[config.mk]
export PLATFORM = sky130hd
export DESIGN_NAME = mc_ctrl_fsm
export DESIGN_NICKNAME = d
export VERILOG_FILES = /design/src/rtl/mc_ctrl_pkg.sv /design/src/rtl/mc_ctrl_next.sv /design/src/rtl/mc_ctrl_dec.sv /design/src/rtl/mc_ctrl_fsm.sv
export SDC_FILE = /design/constraint.sdc
export NUM_CORES = 1
export LEC_CHECK = 0
export BUFFER_PORTS_ARGS = -buffer_cell sky130_fd_sc_hd__buf_2
export CAP_MARGIN = 0
export CORE_AREA = 2 2 39 41
export DETAILED_ROUTE_END_ITERATION = 10
export DIE_AREA = 0 0 41 43
export SLEW_MARGIN = 20
export SYNTH_ARGS = -nofsm -noshare
export SYNTH_HDL_FRONTEND = slang
export SYNTH_SLANG_ARGS = --single-unit
[constraint.sdc]
create_clock -name clk_i -period 1.5 [get_ports clk_i]
set_input_delay 0 -clock clk_i [delete_from_list [all_inputs] [get_ports clk_i]]
set_output_delay 0 -clock clk_i [all_outputs]
set_load 0.01 [all_outputs]
[src/rtl/mc_ctrl_pkg.sv]
package mc_ctrl_pkg;
  localparam int unsigned STATE_W = 4;

  typedef enum logic [STATE_W-1:0] {
    ST_FETCH  = 4'd0,
    ST_DECODE = 4'd1,
    ST_MADDR  = 4'd2,
    ST_MRD    = 4'd3,
    ST_MWB    = 4'd4,
    ST_MWR    = 4'd5,
    ST_EXE    = 4'd6,
    ST_RWB    = 4'd7,
    ST_BR     = 4'd8,
    ST_JMP    = 4'd9
  } state_e;

  typedef enum logic [1:0] {
    PCS_ALU = 2'b00,
    PCS_LAT = 2'b01,
    PCS_JMP = 2'b10
  } pc_src_e;

  typedef enum logic [1:0] {
    BSEL_REG  = 2'b00,
    BSEL_FOUR = 2'b01,
    BSEL_IMM  = 2'b10,
    BSEL_IMMS = 2'b11
  } b_sel_e;

  typedef enum logic [1:0] {
    AOP_ADD  = 2'b00,
    AOP_SUB  = 2'b01,
    AOP_FUNC = 2'b10
  } alu_op_e;

  typedef struct packed {
    logic    pc_wr;
    logic    pc_wr_cond;
    pc_src_e pc_src;
    logic    addr_sel;
    logic    mem_rd;
    logic    mem_wr;
    logic    wb_sel;
    logic    ir_wr;
    logic    alu_a_sel;
    b_sel_e  alu_b_sel;
    alu_op_e alu_op;
    logic    rf_wr;
    logic    rf_dst;
  } ctrl_t;
endpackage

[src/rtl/mc_ctrl_next.sv]
module mc_ctrl_next
  import mc_ctrl_pkg::*;
#(
  parameter int unsigned      OPC_W   = 6,
  parameter logic [OPC_W-1:0] OPC_LD  = 6'h23,
  parameter logic [OPC_W-1:0] OPC_ST  = 6'h2B,
  parameter logic [OPC_W-1:0] OPC_RR  = 6'h00,
  parameter logic [OPC_W-1:0] OPC_BEQ = 6'h04,
  parameter logic [OPC_W-1:0] OPC_JMP = 6'h02
) (
  input  state_e           state_i,
  input  logic [OPC_W-1:0] opcode_i,
  output state_e           state_o
);
  always_comb begin
    state_o = ST_FETCH;
    unique case (state_i)
      ST_FETCH:  state_o = ST_DECODE;
      ST_DECODE: begin
        if (opcode_i == OPC_LD || opcode_i == OPC_ST) state_o = ST_MADDR;
        else if (opcode_i == OPC_RR)                  state_o = ST_EXE;
        else if (opcode_i == OPC_BEQ)                 state_o = ST_BR;
        else if (opcode_i == OPC_JMP)                 state_o = ST_JMP;
        else                                          state_o = ST_FETCH;
      end
      // address is shared; the opcode is re-read to split load from store
      ST_MADDR:  state_o = (opcode_i == OPC_ST) ? ST_MWR : ST_MRD;
      ST_MRD:    state_o = ST_MWB;
      ST_EXE:    state_o = ST_RWB;
      ST_MWB, ST_MWR, ST_RWB, ST_BR, ST_JMP: state_o = ST_FETCH;
      default:   state_o = ST_FETCH;
    endcase
  end
endmodule

[src/rtl/mc_ctrl_dec.sv]
module mc_ctrl_dec
  import mc_ctrl_pkg::*;
(
  input  state_e state_i,
  output ctrl_t  ctrl_o
);
  always_comb begin
    ctrl_o = '0;
    unique case (state_i)
      ST_FETCH: begin
        ctrl_o.mem_rd    = 1'b1;
        ctrl_o.ir_wr     = 1'b1;
        ctrl_o.pc_wr     = 1'b1;
        ctrl_o.pc_src    = PCS_ALU;
        ctrl_o.alu_b_sel = BSEL_FOUR;
        ctrl_o.alu_op    = AOP_ADD;
      end
      ST_DECODE: begin
        // idle ALU forms the branch target ahead of time
        ctrl_o.alu_b_sel = BSEL_IMMS;
        ctrl_o.alu_op    = AOP_ADD;
      end
      ST_MADDR: begin
        ctrl_o.alu_a_sel = 1'b1;
        ctrl_o.alu_b_sel = BSEL_IMM;
        ctrl_o.alu_op    = AOP_ADD;
      end
      ST_MRD: begin
        ctrl_o.mem_rd   = 1'b1;
        ctrl_o.addr_sel = 1'b1;
      end
      ST_MWB: begin
        ctrl_o.rf_wr  = 1'b1;
        ctrl_o.wb_sel = 1'b1;
      end
      ST_MWR: begin
        ctrl_o.mem_wr   = 1'b1;
        ctrl_o.addr_sel = 1'b1;
      end
      ST_EXE: begin
        ctrl_o.alu_a_sel = 1'b1;
        ctrl_o.alu_b_sel = BSEL_REG;
        ctrl_o.alu_op    = AOP_FUNC;
      end
      ST_RWB: begin
        ctrl_o.rf_wr  = 1'b1;
        ctrl_o.rf_dst = 1'b1;
      end
      ST_BR: begin
        ctrl_o.alu_a_sel  = 1'b1;
        ctrl_o.alu_b_sel  = BSEL_REG;
        ctrl_o.alu_op     = AOP_SUB;
        ctrl_o.pc_wr_cond = 1'b1;
        ctrl_o.pc_src     = PCS_LAT;
      end
      ST_JMP: begin
        ctrl_o.pc_wr  = 1'b1;
        ctrl_o.pc_src = PCS_JMP;
      end
      default: ctrl_o = '0;
    endcase
  end
endmodule

[src/rtl/mc_ctrl_fsm.sv]
module mc_ctrl_fsm
  import mc_ctrl_pkg::*;
#(
  parameter int unsigned      OPC_W   = 6,
  parameter logic [OPC_W-1:0] OPC_LD  = 6'h23,
  parameter logic [OPC_W-1:0] OPC_ST  = 6'h2B,
  parameter logic [OPC_W-1:0] OPC_RR  = 6'h00,
  parameter logic [OPC_W-1:0] OPC_BEQ = 6'h04,
  parameter logic [OPC_W-1:0] OPC_JMP = 6'h02
) (
  input  logic               clk_i,
  input  logic               rst_ni,
  input  logic [OPC_W-1:0]   opcode_i,
  output logic [STATE_W-1:0] state_o,
  output logic               pc_wr_o,
  output logic               pc_wr_cond_o,
  output logic [1:0]         pc_src_o,
  output logic               addr_sel_o,
  output logic               mem_rd_o,
  output logic               mem_wr_o,
  output logic               wb_sel_o,
  output logic               ir_wr_o,
  output logic               alu_a_sel_o,
  output logic [1:0]         alu_b_sel_o,
  output logic [1:0]         alu_op_o,
  output logic               rf_wr_o,
  output logic               rf_dst_o
);
  state_e state_q, state_d;
  ctrl_t  ctrl;

  mc_ctrl_next #(
    .OPC_W  (OPC_W),
    .OPC_LD (OPC_LD),
    .OPC_ST (OPC_ST),
    .OPC_RR (OPC_RR),
    .OPC_BEQ(OPC_BEQ),
    .OPC_JMP(OPC_JMP)
  ) u_next (
    .state_i (state_q),
    .opcode_i(opcode_i),
    .state_o (state_d)
  );

  mc_ctrl_dec u_dec (
    .state_i(state_q),
    .ctrl_o (ctrl)
  );

  always_ff @(posedge clk_i or negedge rst_ni) begin
    if (!rst_ni) state_q <= ST_FETCH;
    else         state_q <= state_d;
  end

  assign state_o      = state_q;
  assign pc_wr_o      = ctrl.pc_wr;
  assign pc_wr_cond_o = ctrl.pc_wr_cond;
  assign pc_src_o     = ctrl.pc_src;
  assign addr_sel_o   = ctrl.addr_sel;
  assign mem_rd_o     = ctrl.mem_rd;
  assign mem_wr_o     = ctrl.mem_wr;
  assign wb_sel_o     = ctrl.wb_sel;
  assign ir_wr_o      = ctrl.ir_wr;
  assign alu_a_sel_o  = ctrl.alu_a_sel;
  assign alu_b_sel_o  = ctrl.alu_b_sel;
  assign alu_op_o     = ctrl.alu_op;
  assign rf_wr_o      = ctrl.rf_wr;
  assign rf_dst_o     = ctrl.rf_dst;
endmodule

# --- Yosys cells after proc, flatten, opt, wreduce, memory -nomap -nowiden ---
# Index checks and enable logic that the tools add are counted.
word_totals:
  regBits: 4
  latchBits: 0
  mem_bits_rw: 0
  rom_bits: 0
  input_bits: 8
  output_inout_bits: 20
  word_cells: 40
  memories: 0
classes:
  n_addsub: 0
  n_mul: 0
  div_mod_pow: 0
  magnitude_cmp: 0
  eq_ne: 13
  n_shift: 0
  n_mux: 18
  bitwise_logic: 0
  n_reduce_logical: 8
ops:
  columns: ["op", "n"]
  rows:
  - ["4-bit case mux with 5 select lines", 2]
  - ["4-bit by 3-bit equality test with 1-bit output (second input constant)", 4]
  - ["4-bit 2-to-1 mux", 4]
  - ["6-bit equality test (second input constant)", 2]
  - ["1-bit 2-to-1 mux", 10]
  - ["4-bit by 2-bit equality test with 1-bit output (second input constant)", 2]
  - ["4-bit equality test (second input constant)", 2]
  - ["2-bit OR reduction", 4]
  - ["6-bit by 2-bit equality test with 1-bit output (second input constant)", 1]
  - ["6-bit by 3-bit equality test with 1-bit output (second input constant)", 1]
  - ["6-bit zero test", 1]
  - ["4-bit by 1-bit equality test with 1-bit output (second input constant)", 1]
  - ["4-bit zero test", 1]
  - ["2-bit case mux with 2 select lines", 1]
  - ["3-bit 2-to-1 mux", 1]
  - ["3-bit OR reduction", 1]
  - ["1-bit logical OR", 1]

# --- Depth between registers and ports, before layout ---
logic_depth:
  depth_word: 6
  depth_mapped: 4
  mapped_depth_nobuf: 3

# --- Hierarchy ---
# A second synthesis with hierarchy kept.
unflattened:
  cells_unflattened: 56
  hier_area_um2: 464.2
modules_own_cells:
  columns: ["mod", "n_inst", "cells_per_inst", "area_per_inst_um2", "seq_area_each_um2"]
  rows:
  - ["mc_ctrl_next", 1, 25, 183.9, 0.0]
  - ["mc_ctrl_dec", 1, 27, 180.2, 0.0]
  - ["mc_ctrl_fsm", 1, 4, 100.1, 100.1]

# --- Least setup slack after synthesis ---
# No wires, ideal clock.
synth_timing:
  path_type: "register to register"
  from: "register state_q[3] (netlist: state_o[3])"
  to: "register state_q[1] (netlist: state_o[1])"
  setup_time_ps: 79
  arrival_ps: 1181
  required_ps: 1421
  path_slack_ps: 239
  path_stages_with_launch: 5
  n_path_buf: 1
  synth_period_minus_slack_ps: 1261
  cell_sequence: "dfrtp_1 clkbuf_1 nor3b_1 o21bai_1 a2bb2oi_1"
synth_between:
  elab_chain_cells: 2
  word_cells_on_any_way: 6
  cone_classes: "eq/ne: 4; mux: 1; reduce/logical: 1"
synth_lines:
  columns: ["item", "line", "text"]
  rows:
  - ["start, declared", "mc_ctrl_fsm.sv:29", "state_e state_q, state_d;"]
  - ["start signal, assigned", "mc_ctrl_fsm.sv:52", "else state_q <= state_d;"]
  - ["4-bit by 3-bit equality test with 1-bit output, or another cell as far along", "mc_ctrl_next.sv:17", "unique case (state_i)"]
  - ["4-bit case mux with 5 select lines *", "mc_ctrl_next.sv:17", null]
  - ["net state_d[1]", "mc_ctrl_fsm.sv:29", null]
# The timed path passes the listed nets; every way through them passes the cells marked *.

# --- Worst setup path in the final report ---
layout_timing:
  from: "register state_q[1] (netlist: state_o[1])"
  to: "output port alu_a_sel_o"
layout_between:
  elab_chain_cells: 3
  word_cells_on_any_way: 5
  cone_classes: "eq/ne: 3; mux: 1; reduce/logical: 1"
layout_lines:
  columns: ["item", "line", "text"]
  rows:
  - ["4-bit by 2-bit equality test with 1-bit output, or another cell as far along", "mc_ctrl_dec.sv:9", "unique case (state_i)"]
  - ["3-bit OR reduction (no source line) *", null, null]
  - ["1-bit 2-to-1 mux *", "mc_ctrl_dec.sv:9", null]
  - ["end, declared", "mc_ctrl_fsm.sv:23", "output logic alu_a_sel_o,"]
# Mark *: on every way between the ends. The rest lies on a longest branch, timed or not.

==> summary.txt <==
Status -> finished, final reports clean
Post-CTS Setup Bufs -> 0
Via density -> 4.97
Initial Util -> 0.288
WL met2 -> 531 um
Ports -> 28
Final net count -> 93
Unrepaired setup endpoints after global routing -> false
Clock buffer depth -> 2
Post-Place Worst Slack -> 186 ps
CTS Sinks -> 4
Ys async rst share -> 1.00
Wire per inst -> 11.3 um
Worst skew pair latency -> 240 ps
Port buffer count -> 27
Yosys warning count -> 0
Area after DPL -> 559 sq um
Post-route cell area -> 603 sq um
Critical Path End -> alu_a_sel_o
Largest net degree at the start of global routing -> 10
Fill count -> 141
ANT cells -> 0
Slew @ Worst Pin -> 373 ps
DIE AREA -> 0.00176 sq mm
Synth Register Bits -> 4
Setup ws final -> 93.2 ps
Initial antenna violation count -> 0
Grt total ovfl -> 0
Met3 routed WL -> 94 um
Crit path DAT -> 1410 ps
Synth Area per Inst -> 7.68 sq um
Cells after synthesis -> 52
Worst setup EP type -> primary output
Leakage -> 0.312 nW
Fraction of layout cells with a size suffix above 1 -> 0.470
Fmax -> 711 MHz
Reg2reg end -> state_o[3]
Routed WL -> 1120 um
Die Wd -> 41 um
Die Ht -> 43 um
Core box area -> 0.00138 sq mm
Layout area overhead -> 51.1%
Top cell type's share of synthesized area -> 0.251
Initial DRC count -> 1
Met1 wire length -> 472 um
Routed Antenna Nets -> 0
Util after Layout -> 0.436
Kind of critical path -> flip-flop to primary output
Max Cap Violations -> 0
Slew Limit Fails -> 0
Critical path startpoint category -> flip-flop
Number of global-route vias before repair -> 405
DR vias -> 492
FP Rows -> 14
Maximum vdd drop -> 0.525 mV
Max FFs per register -> 4
GRT Total Usage -> 0.141
CTS H-Tree Depth -> 1
Crit path time final -> 1410 ps
Crit-path max FO -> 8
Reg clk slew, reported paths -> 40 ps
Max-slew headroom -> 0.751
Clock skew -> 4.24 ps
R2R Setup Slk -> 110 ps
Reg-to-reg critical path startpoint -> state_o[1]
Overall Power -> 0.679 mW
Number of synthesized flops with an enable pin -> 0
First-pass GRT wire length -> 1640 um
Top post-synthesis cells by area -> dfrtp_1 (25%), nor3_1 (11%), nand2b_1 (4.7%), nor4_1 (4.7%), xnor2_1 (4.4%)
Commonest cells in the netlist -> nor3_1 (9), dfrtp_1 (4), nor2_1 (4)
Syn_nets -> 60
Root buf cell -> clkbuf_4
Area leader, netlist -> dfrtp_1
Setup violations, final -> 0
Clock buffer count from CTS -> 3
CP Data Required Time -> 1500 ps
Count leader, synth -> nor3_1
Endpoints failing hold -> 0
Final Cycle Share -> 0.938
Top Metal Used -> met4
# DRC -> 0
Final RePlAce weighted congestion -> 0.729
PD cells -> 1130 mW/mm^2
Worst Setup SP -> state_o[1]
Depth of the most critical reg-to-reg path -> 3
Sequential share of the synthesized area -> 0.251
CTS tree -> yes
Drt pass-1 iters -> 2
Post-synthesis cell area -> 399 sq um
Synth Flop Type -> dfrtp_1
TNS Setup -> 0 ps
Number of distinct library cells after synthesis -> 26
Worst hold path class -> input port to flip-flop
Hpwl dp -> 867 um
-- area by class of cell --
type | instances | area [sq um] | area share
multi-input combinational | 40 | 263 | 0.436
timing repair buffer | 33 | 185 | 0.307
sequential | 4 | 101 | 0.168
clock buffer | 3 | 22.5 | 0.0373
tap | 16 | 20.0 | 0.0332
inverter | 3 | 11.3 | 0.0187
-- critical path, cell delays in order (launching register included) --
cell	delay (ps)
dfrtp_1	450
buf_4	200
nor3_1	250
or2_2	150
buf_2	110
-- through the flow --
stage / instances / hold WS (ps)
after floorplan: 52 / -296
after global placement: 94 / -196
after detailed placement: 94 / -194
after CTS: 99 / 35.5
after global routing: 99 / 72.3
final: 99 / 54.1
-- cell usage in the layout, fill, tap and decap left out --
master         Yosys  final
clkbuf_4           0      3
dfrtp_1            4      3
nand2b_1           3      3
or3_2              1      1
nor3_1             9      9
buf_2              2     27
buf_4              1      4
nor3b_1            2      2
dfrtp_2            0      1
xor2_1             2      2
o21a_1             1      1
o31ai_1            1      1
or3_4              1      1
or2_2              1      1
or3_1              2      2
nand2_1            1      1
o21bai_1           1      1
or3b_1             1      1
nor4_1             3      3
a221oi_2           1      1
inv_1              3      3
dlygate4sd3_1      0      2
a21oi_1            1      1
a2bb2oi_1          1      1
nor2_1             4      4
o21ai_0            1      1
xnor2_1            2      2
o41ai_1            1      1
-- routing by layer --
| metal | GRT usage | vias up |
|---|---|---|
| met2 | 0.238 | 23 |
| met3 | 0.0209 | 2 |
| li1 | - | 249 |
| met5 | 0 | - |
| met1 | 0.147 | 218 |
| met4 | 0.100 | 0 |
-- report_power, final --
part | total (mW) | leakage, nW | switching, mW | internal, mW
clock network | 0.138 | 0.0138 | 0.0486 | 0.0898
logic | 0.379 | 0.246 | 0.210 | 0.169
registers | 0.162 | 0.0524 | 0.0327 | 0.129
total | 0.679 | 0.312 | 0.291 | 0.388
-- cell families (layout without fill, tap and decap cells) --
kind of cell	after synthesis	count (layout)	synth area share
AO/OA/AOI/OAI	8	8	0.163
XOR/XNOR	4	4	0.0878
buffers and inverters	8	39	0.0909
flip-flops	4	4	0.251
AND/OR/NAND/NOR	28	28	0.408
-- worst min-delay path by stage --
stage,end,from,slack (ps),cells after the start
2_1_floorplan,state_o[0],rst_ni,-300,0
3_3_place_gp,state_o[0],rst_ni,-200,1
3_5_place_dp,state_o[2],rst_ni,-190,1
4_1_cts,state_o[3],opcode_i[1],40,3
5_1_grt,state_o[3],opcode_i[0],70,3
6_report,state_o[3],opcode_i[0],50,3
-- timing repair --
action | in CTS | in global routing
endpoints found under the hold margin | 5 | 0
gates resized for setup | 0 | 1
setup endpoints to repair | 0 | 1
hold buffers | 2 | 0
Note: power is estimated with default switching activity, not from simulation.
